<file path="src/rtl/vss_pkg.sv">
package vss_pkg;

    localparam int unsigned BUS_W   = 16;
    localparam int unsigned PRE_LEN = 3;

    typedef struct packed {
        logic f;
        logic v;
        logic h;
    } xy_t;

    typedef struct packed {
        logic [BUS_W-1:0] data;
        logic             pix;
        logic             line;
    } pipe_t;

    function automatic logic [3:0] xy_prot(input xy_t c);
        return {c.v ^ c.h, c.f ^ c.h, c.f ^ c.v, c.f ^ c.v ^ c.h};
    endfunction

endpackage

</file>
<file path="src/rtl/vss_code_det.sv">
module vss_code_det
    import vss_pkg::*;
(
    input  logic             clk,
    input  logic             rst_n,
    input  logic [BUS_W-1:0] vid_i,
    output logic             hit_o,
    output xy_t              xy_o
);
    typedef struct packed {
        logic [7:0] b0;
        logic [7:0] b1;
        logic [7:0] b2;
    } hist_t;

    hist_t hs_d, hs_q;
    logic [7:0] luma;
    logic       pre_ok;

    always_comb begin
        luma       = vid_i[BUS_W-1 -: 8];
        hs_d.b0    = luma;
        hs_d.b1    = hs_q.b0;
        hs_d.b2    = hs_q.b1;
        xy_o.f     = luma[6];
        xy_o.v     = luma[5];
        xy_o.h     = luma[4];
        pre_ok     = (hs_q.b2 == 8'hFF) && (hs_q.b1 == 8'h00) && (hs_q.b0 == 8'h00);
        hit_o      = pre_ok && luma[7] && (luma[3:0] == xy_prot(xy_o));
    end

    always_ff @(posedge clk or negedge rst_n) begin
        if (!rst_n) hs_q <= '{b0: 8'h10, b1: 8'h10, b2: 8'h10};
        else        hs_q <= hs_d;
    end


    preamble_chk: assert property (@(posedge clk) disable iff (!rst_n)
        hit_o |-> ($past(vid_i[15:8], 1) == 8'h00 && $past(vid_i[15:8], 2) == 8'h00
                   && $past(vid_i[15:8], 3) == 8'hFF));

endmodule

</file>
<file path="src/rtl/vss_frame_dec.sv">
module vss_frame_dec #(
    parameter int unsigned PERIOD    = 12,
    parameter int unsigned SLOW_KEEP = 5
) (
    input  logic clk,
    input  logic rst_n,
    input  logic fstart_i,
    input  logic slow_i,
    output logic keep_o,
    output logic keep_nxt_o
);
    localparam int unsigned CNT_W = (PERIOD > 2) ? $clog2(PERIOD) : 1;

    typedef struct packed {
        logic [CNT_W-1:0] cnt;
        logic             keep;
    } dec_t;

    dec_t dc_d, dc_q;
    logic pred;
    int unsigned prod;

    always_comb begin
        prod = (SLOW_KEEP * int'(dc_q.cnt)) % PERIOD;
        pred = slow_i ? (prod < SLOW_KEEP) : !dc_q.cnt[0];
        dc_d = dc_q;
        if (fstart_i) begin
            dc_d.keep = pred;
            dc_d.cnt  = (int'(dc_q.cnt) == PERIOD - 1) ? '0 : dc_q.cnt + 1'b1;
        end
        keep_o     = dc_q.keep;
        keep_nxt_o = dc_d.keep;
    end

    always_ff @(posedge clk or negedge rst_n) begin
        if (!rst_n) dc_q <= '0;
        else        dc_q <= dc_d;
    end


    odd_drop_chk: assert property (@(posedge clk) disable iff (!rst_n)
        (fstart_i && !slow_i && dc_q.cnt[0]) |=> !keep_o);


    cnt_range_chk: assert property (@(posedge clk) disable iff (!rst_n)
        int'(dc_q.cnt) < PERIOD);

endmodule

</file>
<file path="src/rtl/vss_pipe.sv">
module vss_pipe
    import vss_pkg::*;
#(
    parameter int unsigned DEPTH = PRE_LEN
) (
    input  logic  clk,
    input  logic  rst_n,
    input  pipe_t ent_i,
    input  logic  kill_i,
    output pipe_t ent_o
);
    pipe_t stg_d [DEPTH];
    pipe_t stg_q [DEPTH];

    always_comb begin
        stg_d[0] = ent_i;
        for (int i = 1; i < DEPTH; i++) begin
            stg_d[i] = stg_q[i-1];
            if (kill_i) stg_d[i].pix = 1'b0;
        end
        ent_o = stg_q[DEPTH-1];
        if (kill_i) ent_o.pix = 1'b0;
    end

    always_ff @(posedge clk or negedge rst_n) begin
        if (!rst_n) begin
            for (int i = 0; i < DEPTH; i++) stg_q[i] <= '0;
        end else begin
            for (int i = 0; i < DEPTH; i++) stg_q[i] <= stg_d[i];
        end
    end

endmodule

</file>
<file path="src/rtl/vid_sync_split.sv">
module vid_sync_split
    import vss_pkg::*;
#(
    parameter int unsigned PIX_W      = 11,
    parameter int unsigned LINE_W     = 11,
    parameter int unsigned DEC_PERIOD = 12,
    parameter int unsigned SLOW_KEEP  = 5
) (
    input  logic              clk,
    input  logic              rst_n,
    input  logic [15:0]       vid_i,
    input  logic              slow_rate_i,
    input  logic [LINE_W-1:0] win_line_first_i,
    input  logic [LINE_W-1:0] win_line_last_i,
    input  logic [PIX_W-1:0]  win_pix_first_i,
    input  logic [PIX_W-1:0]  win_pix_last_i,
    output logic [15:0]       vid_o,
    output logic              hsync_o,
    output logic              vsync_o,
    output logic              fid_o
);
    typedef struct packed {
        logic [LINE_W-1:0] line_first;
        logic [LINE_W-1:0] line_last;
        logic [PIX_W-1:0]  pix_first;
        logic [PIX_W-1:0]  pix_last;
    } win_t;

    typedef struct packed {
        logic              v;
        logic              in_line;
        logic              line_ok;
        logic [LINE_W-1:0] line_cnt;
        logic [PIX_W-1:0]  pix_cnt;
        win_t              win;
        logic              fid;
        logic [BUS_W-1:0]  dout;
        logic              hs;
        logic              vs;
    } st_t;

    st_t   st_d, st_q;
    xy_t   xy;
    logic  hit, fstart, keep_cur, keep_nxt, col_ok, keep_use;
    win_t  win_in, win_use;
    logic [LINE_W-1:0] line_base;
    pipe_t ent_in, ent_out;

    vss_code_det u_det (
        .clk   (clk),
        .rst_n (rst_n),
        .vid_i (vid_i),
        .hit_o (hit),
        .xy_o  (xy)
    );

    vss_frame_dec #(.PERIOD(DEC_PERIOD), .SLOW_KEEP(SLOW_KEEP)) u_dec (
        .clk        (clk),
        .rst_n      (rst_n),
        .fstart_i   (fstart),
        .slow_i     (slow_rate_i),
        .keep_o     (keep_cur),
        .keep_nxt_o (keep_nxt)
    );

    vss_pipe #(.DEPTH(PRE_LEN)) u_pipe (
        .clk    (clk),
        .rst_n  (rst_n),
        .ent_i  (ent_in),
        .kill_i (hit),
        .ent_o  (ent_out)
    );

    always_comb begin
        st_d      = st_q;
        win_in    = '{line_first: win_line_first_i, line_last: win_line_last_i,
                      pix_first: win_pix_first_i, pix_last: win_pix_last_i};
        fstart    = hit && !xy.v && st_q.v;
        win_use   = fstart ? win_in : st_q.win;
        keep_use  = fstart ? keep_nxt : keep_cur;
        line_base = fstart ? '0 : st_q.line_cnt;
        col_ok    = (st_q.pix_cnt >= st_q.win.pix_first) && (st_q.pix_cnt <= st_q.win.pix_last);

        ent_in.data = vid_i;
        ent_in.pix  = st_q.in_line && !hit && st_q.line_ok && col_ok;
        ent_in.line = st_q.line_ok;

        if (st_q.in_line && !hit && st_q.pix_cnt != '1)
            st_d.pix_cnt = st_q.pix_cnt + 1'b1;

        if (fstart) begin
            st_d.win      = win_in;
            st_d.fid      = xy.f;
            st_d.line_cnt = '0;
        end

        if (hit) begin
            st_d.v = xy.v;
            if (xy.h) begin
                st_d.in_line = 1'b0;
            end else begin
                st_d.in_line = 1'b1;
                st_d.pix_cnt = '0;
                if (!xy.v) begin
                    st_d.line_ok  = keep_use && (line_base >= win_use.line_first)
                                    && (line_base <= win_use.line_last);
                    st_d.line_cnt = (line_base == '1) ? line_base : line_base + 1'b1;
                end else begin
                    st_d.line_ok  = 1'b0;
                end
            end
        end

        st_d.dout = ent_out.pix ? ent_out.data : '0;
        st_d.hs   = !ent_out.pix;
        st_d.vs   = !ent_out.line;
    end

    always_ff @(posedge clk or negedge rst_n) begin
        if (!rst_n) begin
            st_q    <= '0;
            st_q.hs <= 1'b1;
            st_q.vs <= 1'b1;
        end else begin
            st_q    <= st_d;
        end
    end

    assign vid_o   = st_q.dout;
    assign hsync_o = st_q.hs;
    assign vsync_o = st_q.vs;
    assign fid_o   = st_q.fid;


    hv_order_chk: assert property (@(posedge clk) disable iff (!rst_n)
        !hsync_o |-> !vsync_o);


    fid_hold_chk: assert property (@(posedge clk) disable iff (!rst_n)
        !fstart |=> $stable(fid_o));


    win_hold_chk: assert property (@(posedge clk) disable iff (!rst_n)
        !fstart |=> $stable(st_q.win));

endmodule

</file>
<file path="config.mk">
export PLATFORM = sky130hd
export DESIGN_NAME = vid_sync_split
export DESIGN_NICKNAME = d
export VERILOG_FILES = /design/src/rtl/vss_pkg.sv /design/src/rtl/vss_code_det.sv /design/src/rtl/vss_frame_dec.sv /design/src/rtl/vss_pipe.sv /design/src/rtl/vid_sync_split.sv
export SDC_FILE = /design/constraint.sdc
export NUM_CORES = 1
export LEC_CHECK = 0
export BUFFER_PORTS_ARGS = -buffer_cell sky130_fd_sc_hd__buf_2
export CAP_MARGIN = 30
export CORE_MARGIN = 2
export CORE_UTILIZATION = 53
export CTS_CLUSTER_DIAMETER = 40
export DETAILED_ROUTE_END_ITERATION = 7
export PLACE_DENSITY = 0.81
export SLEW_MARGIN = 0
export SYNTH_ARGS = -nofsm -noshare
export SYNTH_HDL_FRONTEND = slang
export SYNTH_HIERARCHICAL = 1
export SYNTH_SLANG_ARGS = --single-unit
export TNS_END_PERCENT = 100
</file>
<file path="constraint.sdc">
create_clock -name clk -period 3.35 [get_ports clk]
set_clock_uncertainty 0.2 [all_clocks]
set_input_delay 0.1675 -clock clk [delete_from_list [all_inputs] [get_ports clk]]
set_output_delay 0.1675 -clock clk [all_outputs]
set_load 0.05 [all_outputs]
</file>
* After elaboration in Yosys (flattened, before gate mapping)
Index checks and enable logic that the tools add are counted.
Widths: inputs -> output; s select.
** Storage, ports and cells
- Flip-flop bits (word level) :: 171
- Bits of input ports :: 63
- Output and inout bits :: 19
- Logic and storage cells :: 85
** Cells by class
- Add/subtract/negate cells :: 3
- $mul :: 1
- Div/mod/pow operators :: 1
- $lt $le $gt $ge :: 5
- Equal/unequal tests :: 5
- Multiplexer cells :: 17
- Bitwise gates (word level) :: 5
- Reduce and logical (&&, ||, !) cells :: 21
** Operators with widths (number)
- $mux 11 :: 4
- $mux 22 :: 2
- $mux 44 :: 1
- $lt 32x3->1 const B :: 1
- $mod 7x4->32 const B :: 1
- $add 11x1->11 const B :: 2
- $ge 11x11->1 :: 2
- $le 11x11->1 :: 2
- $logic_not 8->1 :: 2
- $mux 16 :: 1
- $logic_and 1x1->1 :: 13
- $eq 11x11->1 const B :: 1
- $ne 11x11->1 const B :: 1
- $eq 8x8->1 const B :: 1
- $mux 1 :: 8
- $mul 3x4->7 const A :: 1
- $logic_not 1->1 :: 5
- $add 4x1->4 const B :: 1
- $eq 4x4->1 :: 1
- $eq 4x4->1 const B :: 1
- $mux 4 :: 1
- $xor 1x1->1 :: 4
- $reduce_and 2->1 :: 1
- $not 1->1 :: 1

* Depth between registers and ports, before layout
Gate-level depths: netlist of run 1.
- Depth in word-level cells :: 13
- Gate-level depth with buffers :: 17
- Mapped depth without buffers :: 16

* Modules after synthesis
The synthesis of run 1 kept the hierarchy.
** By module, submodules not included
- vid_sync_split :: times used 1, cells each 490, area an instance 4742.0 µm², sequential area each 2204.6 µm²
- vss_pipe :: times used 1, cells each 74, area an instance 1497.7 µm², sequential area each 1351.3 µm²
- vss_frame_dec :: times used 1, cells each 93, area an instance 760.7 µm², sequential area each 125.1 µm²
- vss_code_det :: times used 1, cells each 46, area an instance 759.5 µm², sequential area each 604.3 µm²

* Worst setup path before layout of run 1
OpenSTA, ideal clock, no wires.
- Path type :: flip-flop to flip-flop
- From :: register u_dec/dc_q[4] (netlist bit)
- To :: register st_q (netlist bit ent_in[0])
- Setup time :: 87 ps
- Arrival :: 3203 ps
- Data required time :: 3063 ps
- Slack :: -140 ps
- Stages on the path, launching flop included :: 18
- Path buffers :: 1
- Clock period less this slack :: 3490 ps
- Cells stage by stage :: dfrtp_1 -> ha_1 -> ha_1 -> inv_1 -> fa_1 -> xnor2_1 -> buf_6 -> ha_1 -> nor2_1 -> nand2_1 -> a32o_1 -> a31oi_1 -> a221oi_1 -> o31ai_2 -> nand2_1 -> a21oi_1 -> a21oi_1 -> a211oi_2
** On the way
- Longest elaborated chain between the ends :: 9
** RTL lines
- start, declared :: line vss_frame_dec.sv:19 : dec_t dc_d, dc_q;
- start signal, assigned :: line vss_frame_dec.sv:36 : if (!rst_n) dc_q <= '0;
- start signal, assigned :: line vss_frame_dec.sv:37 : else dc_q <= dc_d;
- $mul 3x4->7 :: line vss_frame_dec.sv:24 : prod = (SLOW_KEEP * int'(dc_q.cnt)) % PERIOD;
- $mod 7x4->32 :: line vss_frame_dec.sv:24
- $lt 32x3->1 :: line vss_frame_dec.sv:25 : pred = slow_i ? (prod < SLOW_KEEP) : !dc_q.cnt[0];
- $mux 1 :: line vss_frame_dec.sv:25
- $mux 1 :: line vss_frame_dec.sv:27 : if (fstart_i) begin
- via keep_nxt :: line vid_sync_split.sv:44 : logic hit, fstart, keep_cur, keep_nxt, col_ok, keep_use;
- $mux 1 :: line vid_sync_split.sv:80 : keep_use = fstart ? keep_nxt : keep_cur;
- $logic_and 1x1->1 :: line vid_sync_split.sv:105 : st_d.line_ok = keep_use && (line_base >= win_use.line_first)
- $logic_and 1x1->1 :: line vid_sync_split.sv:106 : && (line_base <= win_use.line_last);
- $mux 1 :: line vid_sync_split.sv:104 : if (!xy.v) begin
- end signal, assigned :: line vid_sync_split.sv:125 : st_q <= st_d;
- end, declared :: line vid_sync_split.sv:42 : st_t st_d, st_q;
The timed path passes the listed nets, and every way through them passes these cells.
A chain may end at the register's enable or synchronous reset.

* Final worst setup path of run 1
- From :: input vid_i[14]
- To :: register st_q (netlist bit ent_in[0])
** On the way
- Longest elaborated chain between the ends :: 11
- Elaborated cells on any way between the ends :: 17
- Classes of those cells :: order compare (2); eq/ne (1); mux (5); bitwise (3); reduce/logical (6)
** RTL lines
- start, declared :: line vid_sync_split.sv:11 : input logic [15:0] vid_i,
- $xor 1x1->1 (2 in a row) :: line vss_pkg.sv:19 : return {c.v ^ c.h, c.f ^ c.h, c.f ^ c.v, c.f ^ c.v ^ c.h};
- $eq 4x4->1 * :: line vss_code_det.sv:29 : hit_o = pre_ok && luma[7] && (luma[3:0] == xy_prot(xy_o));
- $logic_and 1x1->1 * :: line vss_code_det.sv:29
- via hit :: line vid_sync_split.sv:44
- $logic_and 1x1->1 (2 in a row) :: line vid_sync_split.sv:78 : fstart = hit && !xy.v && st_q.v;
- $mux 11, or another cell as far along :: line vid_sync_split.sv:81 : line_base = fstart ? '0 : st_q.line_cnt;
- $ge 11x11->1 / $mux 1 (equally long branches) :: line vid_sync_split.sv:105, vid_sync_split.sv:80
- $logic_and 1x1->1 :: line vid_sync_split.sv:105
- $logic_and 1x1->1 :: line vid_sync_split.sv:106
- $mux 1 :: line vid_sync_split.sv:104
Mark *: on every way through the listed nets, which the timed path passes. The rest lies on a longest branch.

==> impl_metrics.csv, run 1 <==
group,metric,value,unit
outcome,status,"finished, violations left",
outcome,violations,"setup timing",
pwr,pwr_density_cell,454,nW/um^2
cells_and_area,n_antenna_cell,0,
cells_and_area,final_layout_size_suffix_gt1_share,20.4,%
synthesis,syn_nets,817,
synthesis,synth_top_area_share,53.5,%
cells_and_area,num-nets-final,947,
pwr,totalPowerFinal,4.34,mW
grt,grt_max_degree,104,
clocking,cts_buffers,17,
floorplanning,die_h,125,um
setup_path,crit_type,"in -> reg",
sta,worst_slack,-58.0,ps
route,wl_per_cell,15.7,um
hold_path,min_path_type,"in -> reg",
route,first_pass_iters,5,
grt,grt.overflow.total,0,
synthesis,yosysMostFrequentCell,"dfrtp_1",
setup_path,crit_fanout,19,
grt,grt_pass1_wl,26900,um
grt,grt_pass1_vias,5547,
pwr,leakage,4.91,nW
clocking,cts.reportedPaths.clkPinSlew,70,ps
cells_and_area,nFillCells,1081,
synthesis,ys.flop_type,"dfrtp_1",
sta,drv_slew,0,
synthesis,syn_avg_cell_area,11.0,sq um
synthesis,synth_cell_types,78,
grt,antenna_found_initial,0,
clocking,clk_path_buf_depth,2,
setup_path,cp-start-kind,"primary input",
synthesis,synth_common_cells,"dfrtp_1, nand2_1, inv_1",
synthesis,async_flop_share,100,%
clocking,clk_latency,430,ps
place,place.gp.congestion,0.856,
cells_and_area,postLayoutCoreUtil,66.3,%
clocking,htree_num_levels,4,
pwr,ir_worst_vdd,0.000351,V
synthesis,ys_ff_latch,171,
synthesis,ys_seq_area_share,55.2,%
sta,max_freq,293,MHz
floorplanning,placement_rows,44,
grt,track_usage,21.7,%
clocking,cts_tree,"yes",
synthesis,yosysWarnings,6,
floorplanning,fp.dieW,125,um
clocking,cts_sinks,171,
synthesis,yosysTopAreaCell,"dfrtp_1",
floorplanning,core,14400,sq um
sta,finalSetupViolCount,1,
floorplanning,dieArea,15600,sq um
setup_path,cp.required,3490,ps
route,drt_iter0_drc,335,
synthesis,synthCells,703,
clocking,cts-root-buf,"clkbuf_16",
place,dp_hpwl,10500,um
route,viasPerCell,5.29,
route,wirelength,16200,um
synthesis,netlist_area,7760,sq um
floorplanning,io_pins,82,
floorplanning,start_util,53.8,%
sta,rsz0062_at_grt,"yes",
sta,relSlewSlack,39.1,%
place,port-buffer-count,81,
cells_and_area,area_growth,23.2,%
synthesis,synth_edf_count,0,
sta,tightest_slew,913,ps
setup_path,worstPathArrival,3550,ps
setup_path,cp-end-kind,"flop",
sta,hold_viol,0,
sta,fin_crit,3410,ps
route,vias,5445,
route,ant_nets,0,
sta,post-route-period-util,102,%
route,drc,0,
job,cap_viol_max_count,0,
synthesis,ys_top_cells_by_area,"dfrtp_1, ha_1, nand2_1",
## registers in the layout, indices dropped and copies added, names as in the netlist
register / count
ent_in: 1
u_pipe/stg_d: 34
st_q: 68
vsync_o: 1
u_det/hs_q: 8
u_pipe/stg_q: 3
vid_o: 16
hsync_o: 1
u_dec/keep_o: 1
u_dec/dc_q: 4
fid_o: 1
u_pipe/ent_o: 17
u_det/hs_d: 16
## what timing repair did
action / in CTS / in global routing
gates cloned: 0 / 0
hold endpoints to repair: 164 / 0
hold buffers: 61 / 0
buffers inserted: 2 / 0
setup endpoints to repair: 1 / 6
pin swaps: 6 / 2
resized for setup: 5 / 7
## logic make-up after synthesis
| logic type | after synthesis | share of synthesized area [%] |
|---|---|---|
| muxes | 12 | 1.58 |
| xor gates and xnor gates | 21 | 2.55 |
| DFF | 171 | 55.2 |
| and+or+nand+nor | 233 | 15.5 |
| buffers and inverters | 110 | 7.63 |
| AOI/OAI and AO/OA | 105 | 9.16 |
| adders and majority gates | 51 | 8.32 |
## placed cells by master, fill, tap and decap left out, types with 4 or more instances in the layout
| master | count |
|---|---|
| nand3_1 | 11 |
| a21o_1 | 5 |
| ha_1 | 48 |
| and4_1 | 6 |
| dfstp_2 | 5 |
| nor2_1 | 26 |
| inv_1 | 51 |
| nand2_1 | 97 |
| nand2b_1 | 6 |
| clkbuf_16 | 17 |
| nor3_1 | 10 |
| a211oi_1 | 4 |
| a21oi_1 | 15 |
| buf_4 | 22 |
| and2_1 | 23 |
| xor2_1 | 9 |
| mux2i_1 | 10 |
| and3_1 | 10 |
| buf_2 | 80 |
| inv_6 | 6 |
| dfrtp_1 | 166 |
| nand4_1 | 9 |
| a31oi_1 | 5 |
| xnor2_1 | 9 |
| nor2b_1 | 7 |
| inv_8 | 4 |
| o21ai_0 | 37 |
| dlygate4sd3_1 | 61 |
## final cells by class
| type | instances | area (sq um) | share of cell area, % |
|---|---|---|---|
| flip-flops and latches | 171 | 4290 | 44.8 |
| multi-input cells | 422 | 2960 | 31.0 |
| repair buffers | 168 | 1260 | 13.2 |
| clock buffers | 17 | 425 | 4.45 |
| inverters | 53 | 199 | 2.08 |
| clock inverters | 15 | 198 | 2.07 |
| well taps | 184 | 230 | 2.41 |
## critical path: stages
cell and delay, ps:
dlygate4sd3_1 530, buf_2 190, xor2_1 230, and3_1 210
o22ai_2 130, nor3_4 190, nand3b_4 140, buf_12 180
and2_1 170, buf_4 150, ha_1 280, and4_1 170
o311ai_1 140, a311oi_1 320, a21oi_1 140, a211oi_2 200
## worst paths after layout
kind / startpoint / to / slack (ps) / depth (start not counted)
worst max-delay path: vid_i[14] / ent_in[0]$_DFFE_PN0P_ / -60 / 16
worst min-delay path: slow_rate_i / u_dec/keep_o$_DFF_PN0_ / 80 / 5
worst max register to register: u_det/hs_d[2]$_DFF_PN0_ / ent_in[0]$_DFFE_PN0P_ / -40 / 13
worst min register to register: u_pipe/stg_d[18]$_DFF_PN0_ / u_pipe/stg_d[0]$_DFF_PN0_ / 150 / 0
max in group asynchronous: rst_n / st_q[79]$_DFF_PN0_ / 2020 / 3
min in group asynchronous: rst_n / u_pipe/stg_d[14]$_DFF_PN0_ / 210 / 2
## power by group
part / internal (mW) / switching, mW / leakage [nW]
Sequential: 2.11 / 0.0146 / 2.09
Combinational: 0.0865 / 0.0810 / 2.52
Clock: 1.15 / 0.902 / 0.303
Total: 3.34 / 0.997 / 4.91
## metal layers
layer / track usage, % / up-vias / share of wire (%)
met5: 0 / - / 0
met4: 6.41 / 0 / 1.3
met3: 4.84 / 19 / 4.9
met2: 36.3 / 150 / 50
met1: 28.6 / 2659 / 44
li1: - / 2617 / -
## per-stage QoR
step	hold slack [ps]	setup TNS (ps)	cells	cell area [sq um]	setup slack, ps
finish	79.8	-58.0	1030	9560	-58.0
global route	102	-268	1030	9560	-234
CTS	50.2	0	1030	9530	4.76
detailed placement	76.9	-57.3	935	8260	-57.3
global placement	76.8	0	935	8260	61.0
floorplan	-328	0	703	7790	28.0
(Power assumes the default switching activity.)
==> inputs of run 2 (changes only) <==
Settings changed: TNS_END_PERCENT 100 to default.
Clock period 3.35 ns to 2.8 ns, I/O delays scaled along.
==> run 2 against run 1 <==
The flow still finishes with violations (setup timing). Via count increased by 4.6%. Flip-flop and latch count unchanged. Final cell count increased by 4.8%. Utilization increased by 3.2 points. Highest routed layer unchanged.
==> impl_metrics.csv, run 2 (same netlist as run 1, synthesis figures left out) <==
group,metric,value,unit
setup_path,slowest_stage,"dfrtp_1",
setup_path,regToRegSetupSlack,-570,ps
place,placed_area,8560,sq um
sta,finalSetupViolCount,7,
floorplanning,core,14400,sq um
sta,drv_slew,0,
cells_and_area,regArea,4290,sq um
sta,max_freq,296,MHz
clocking,htree_num_levels,4,
clocking,clk_latency,430,ps
setup_path,crit_fanout,10,
cells_and_area,num-nets-final,996,
clocking,cts-root-buf,"clkbuf_16",
setup_path,worstReg2RegStart,"u_dec/dc_q[2]$_DFFE_PN0P_",
route,vias,5695,
outcome,violations,"setup timing",
floorplanning,fp.dieW,125,um
setup_path,crit_family,"compound AO/OA/AOI/OAI gates",
grt,grt_pass1_wl,28800,um
setup_path,cp.required,2940,ps
setup_path,reg2reg_depth,15,
floorplanning,start_util,53.8,%
sta,rsz0062_at_grt,"yes",
cells_and_area,nFillCells,1010,
route,drc,0,
floorplanning,die_h,125,um
outcome,status,"finished, violations left",
setup_path,r2r_end,"ent_in[0]$_DFFE_PN0P_",
route,ant_nets,0,
setup_path,crit_type,"reg -> reg",
job,cap_viol_max_count,0,
setup_path,cp-start-kind,"flop",
grt,track_usage,23.0,%
route,drt_iter0_drc,412,
place,port-buffer-count,81,
sta,hold_viol,0,
hold_path,min_path_type,"in -> async",
clocking,cts_buffers,17,
cells_and_area,regMostFlops,"st_q",
sta,relSlewSlack,51.9,%
cells_and_area,final_layout_size_suffix_gt1_share,26.3,%
sta,hold_ws,104,ps
grt,antenna_found_initial,0,
cells_and_area,multi_input_area,3070,sq um
cells_and_area,largest_reg_flops,68,
route,viasPerCell,5.28,
pwr,leakage,5.13,nW
pwr,ir_worst_vdd,0.000436,V
cells_and_area,n_antenna_cell,0,
floorplanning,dieArea,15600,sq um
cells_and_area,stdcell_count,1079,
floorplanning,placement_rows,44,
place,post-place-cells,978,
clocking,cts.reportedPaths.clkPinSlew,70,ps
place,dp_hpwl,10700,um
setup_path,worstPathArrival,3510,ps
cells_and_area,layout_commonest_cell,"dfrtp_1",
sta,post-route-period-util,120,%
clocking,cts_sinks,171,
setup_path,path_cells,"ha_1, ha_2, inv_2, fa_2, xnor2_4, buf_6, and2_4, nor3_1, o31ai_1, mux2i_1, o31ai_2, nand2_1, a21oi_2, a21oi_1, a211oi_2",
setup_path,cp-end-kind,"flop",
place,place.gp.congestion,0.855,
setup_path,cp_num_buf_inv,2,
place,dp_worst_setup_slack,-530,ps
clocking,cts_tree,"yes",
grt,grt_max_degree,80,
setup_path,cpPeakStageDelay,390,ps
sta,tightest_slew,721,ps
route,first_pass_iters,5,
route,wl_per_cell,15.8,um
cells_and_area,layout_common_cells,"dfrtp_1, nand2_1, buf_2, buf_4, dlygate4sd3_1",
grt,grt.overflow.total,0,
sta,worst_slack,-573,ps
floorplanning,io_pins,82,
pwr,pwr_density_cell,517,nW/um^2
route,wirelength,17000,um
clocking,clk_path_buf_depth,2,
sta,fin_crit,3370,ps
cells_and_area,stdcell_area,10000,sq um
cells_and_area,area_growth,29.1,%
grt,grt_pass1_vias,5951,
## run 2: changes by cell type in the layout (fill, tap and decap cells not counted), sizes merged
cell | previous run | this run
dlygate4sd3 | 61 | 62
clkbuf | 17 | 19
bufinv | 2 | 3
buf | 107 | 155
inv | 63 | 59
clkinvlp | 1 | 2
## run 2: cell type report
cell class,instances,area share (%)
Sequential cell,171,42.8
Clock buffer,19,4.32
Timing Repair Buffer,217,16.2
Multi-Input combinational cell,422,30.6
Clock inverter,13,1.77
Inverter,53,2.01
Tap cell,184,2.30
## run 2: metrics by stage
stage                     setup TNS [ps]  total power [mW]  util (%)
final                              -1310              5.18      69.4
after floorplan                     -677              2.61         -
after global placement              -962              2.71      59.4
after detailed placement           -1300              2.72      59.4
after global routing               -3320              5.34      69.4
after CTS                           -903              5.20      69.0
## run 2: how the worst max path moves through the flow
stage                                    startpoint  cells after the start                     to
after global placement    u_dec/dc_q[4]$_DFFE_PN0P_                     14  ent_in[0]$_DFFE_PN0P_
final                     u_dec/dc_q[2]$_DFFE_PN0P_                     15  ent_in[0]$_DFFE_PN0P_
after floorplan           u_dec/dc_q[4]$_DFFE_PN0P_                     17  ent_in[0]$_DFFE_PN0P_
after CTS                 u_dec/dc_q[2]$_DFFE_PN0P_                     16  ent_in[0]$_DFFE_PN0P_
after detailed placement  u_dec/dc_q[4]$_DFFE_PN0P_                     15  ent_in[0]$_DFFE_PN0P_
after global routing      u_dec/dc_q[2]$_DFFE_PN0P_                     16  ent_in[0]$_DFFE_PN0P_
## run 2: per-layer routing
metal,up-vias,track usage (%),wire [um]
li1,2713,-,-
met1,2752,31.0,7550
met2,196,38.2,8330
met3,34,5.01,815
met4,0,6.41,308
met5,-,0,0
## run 2: where the power goes
part	leakage (nW)	switching, mW	internal [mW]
combinational	2.76	0.0963	0.108
clock	0.291	1.00	1.43
sequential	2.09	0.0184	2.52
total	5.13	1.12	4.06
## run 2: repair_timing
| item | in CTS | in global routing |
|---|---|---|
| buffers inserted | 7 | 0 |
| hold endpoints to repair | 146 | 0 |
| pin swaps | 15 | 3 |
| resized for setup | 24 | 14 |
| endpoints found under the setup margin | 14 | 16 |
| hold buffers | 62 | 0 |
==> inputs of run 3 (changes only) <==
Settings changed: GPL_TIMING_DRIVEN from default to 0, SKIP_LAST_GASP from default to 1.
==> run 3 against run 2 <==
The flow still finishes with violations (setup timing). Combinational power up 5%. Non-clock buffer count up 8. Setup slack worse by 120 ps. Wire length up 4.5%. Register-to-register slack worse by 120 ps. Highest routed layer unchanged. Via count up 1.3%.
==> impl_metrics.csv, run 3 (same netlist as run 1, synthesis figures left out) <==
group,metric,value,unit
sta,rsz0062_at_grt,"yes",
cells_and_area,layout_commonest_cell,"dfrtp_1",
clocking,cts.reportedPaths.clkPinSlew,60,ps
sta,finalSetupViolCount,13,
setup_path,slowest_stage,"dfrtp_1",
sta,worst_slack,-694,ps
grt,antenna_found_initial,0,
setup_path,cp.required,2940,ps
sta,tns,-5140,ps
sta,relSlewSlack,58.0,%
place,placed_area,8500,sq um
cells_and_area,num-nets-final,1004,
cells_and_area,stdcell_area,10200,sq um
place,dp_hpwl,10700,um
grt,track_usage,22.7,%
floorplanning,placement_rows,44,
floorplanning,io_pins,82,
route,drc,0,
clocking,cts_buffers,17,
sta,post-route-period-util,125,%
setup_path,cp-end-kind,"flop",
floorplanning,core,14400,sq um
setup_path,cpPeakStageDelay,430,ps
floorplanning,dieArea,15600,sq um
pwr,ir_worst_vdd,0.000423,V
outcome,violations,"setup timing",
cells_and_area,regMostFlops,"st_q",
cells_and_area,final_layout_size_suffix_gt1_share,27.4,%
setup_path,crit_fanout,4,
clocking,htree_num_levels,4,
sta,hold_viol,0,
setup_path,crit_type,"reg -> reg",
grt,grt_max_degree,129,
pwr,pwr_density_cell,511,nW/um^2
place,place.gp.congestion,0.870,
sta,max_freq,286,MHz
sta,fin_crit,3490,ps
setup_path,path_cells,"ha_4, ha_4, inv_2, fa_2, xnor2_2, buf_6, ha_4, nor2_4, nand2_2, a32o_1, a31oi_2, a221oi_2, o31ai_2, nand2_1, a21oi_2, a21oi_1, a211oi_2",
clocking,cts-root-buf,"clkbuf_16",
grt,grt_pass1_wl,28000,um
job,cap_viol_max_count,0,
route,wl_per_cell,16.4,um
grt,grt.overflow.total,0,
cells_and_area,stdcell_count,1087,
route,viasPerCell,5.31,
floorplanning,start_util,53.8,%
cells_and_area,nFillCells,998,
floorplanning,die_h,125,um
clocking,cts_tree,"yes",
route,first_pass_iters,5,
route,ant_nets,0,
place,dp_worst_setup_slack,-1300,ps
pwr,leakage,5.20,nW
cells_and_area,largest_reg_flops,68,
clocking,clk_path_buf_depth,2,
setup_path,worstPathArrival,3640,ps
route,vias,5771,
cells_and_area,n_antenna_cell,0,
floorplanning,fp.dieW,125,um
clocking,clk_latency,430,ps
cells_and_area,area_growth,30.9,%
setup_path,cp_num_buf_inv,2,
hold_path,min_path_type,"in -> async",
cells_and_area,layout_common_cells,"dfrtp_1, nand2_1, buf_2, dlygate4sd3_1, buf_4",
grt,grt_pass1_vias,5764,
cells_and_area,regArea,4290,sq um
setup_path,cp-start-kind,"flop",
route,drt_iter0_drc,370,
route,wirelength,17800,um
clocking,cts_sinks,171,
outcome,status,"finished, violations left",
place,port-buffer-count,81,
setup_path,crit_top_cell,"ha_4",
cells_and_area,multi_input_area,3120,sq um
sta,drv_slew,0,
setup_path,crit_family,"compound AO/OA/AOI/OAI gates",
sta,hold_ws,4.63,ps
place,post-place-cells,969,
sta,tightest_slew,630,ps
[run 3: cell types whose count changed in the layout (fill, tap and decap cells not counted), moves of 3 or more]
cell      delta
buf_4        -7
buf_6        +5
ha_4         +3
xnor2_2      +3
clkbuf_1     +3
nand2_4      +3
[run 3: through the flow]
| step | util (%) | power (mW) |
|---|---|---|
| 3_5_place_dp | 58.9 | 2.73 |
| 5_1_grt | 70.4 | 5.35 |
| 3_3_place_gp | 58.6 | 2.72 |
| 4_1_cts | 69.2 | 5.22 |
| 2_1_floorplan | - | 2.61 |
| 6_report | 70.4 | 5.19 |
[run 3: final timing paths]
kind,startpoint,to,slack [ps],depth (start not counted)
max,u_dec/dc_q[2]$_DFFE_PN0P_,ent_in[0]$_DFFE_PN0P_,-690,17
min,rst_n,vid_o[6]$_DFF_PN0_,5,2
max reg2reg,u_dec/dc_q[2]$_DFFE_PN0P_,ent_in[0]$_DFFE_PN0P_,-690,17
min reg2reg,u_pipe/stg_d[6]$_DFF_PN0_,u_pipe/ent_o[6]$_DFF_PN0_,150,0
max in group asynchronous,rst_n,st_q[60]$_DFFE_PN0N_,1480,3
min in group clk,vid_i[12],st_q[63]$_DFF_PN0_,40,4
[run 3: area by class of cell]
type | instances | area share, %
Buffer | 56 | 4.36
Clock buffer | 18 | 4.22
Clock inverter | 14 | 1.77
Inverter | 53 | 2.01
Multi-Input combinational cell | 422 | 30.7
Sequential cell | 171 | 42.2
Tap cell | 184 | 2.27
Timing Repair Buffer | 169 | 12.5
[run 3: report_power, final]
part,internal [mW],switching (mW)
registers,2.52,0.0188
logic,0.119,0.0962
clock network,1.42,1.01
total,4.07,1.12
[run 3: layer usage]
layer	up-vias	routed length (um)	GRT usage (%)
li1	2742	-	-
met1	2798	7450	29.6
met2	188	8950	37.9
met3	43	863	4.02
met4	0	503	9.22
met5	-	0	0
[run 3: repair_timing]
item / 4_1_cts / 5_1_grt
pin swaps: 17 / 20
buffers inserted: 16 / 8
hold endpoints to repair: 237 / 0
gates resized for setup: 32 / 35
hold buffers: 63 / 0
setup endpoints to repair: 35 / 35
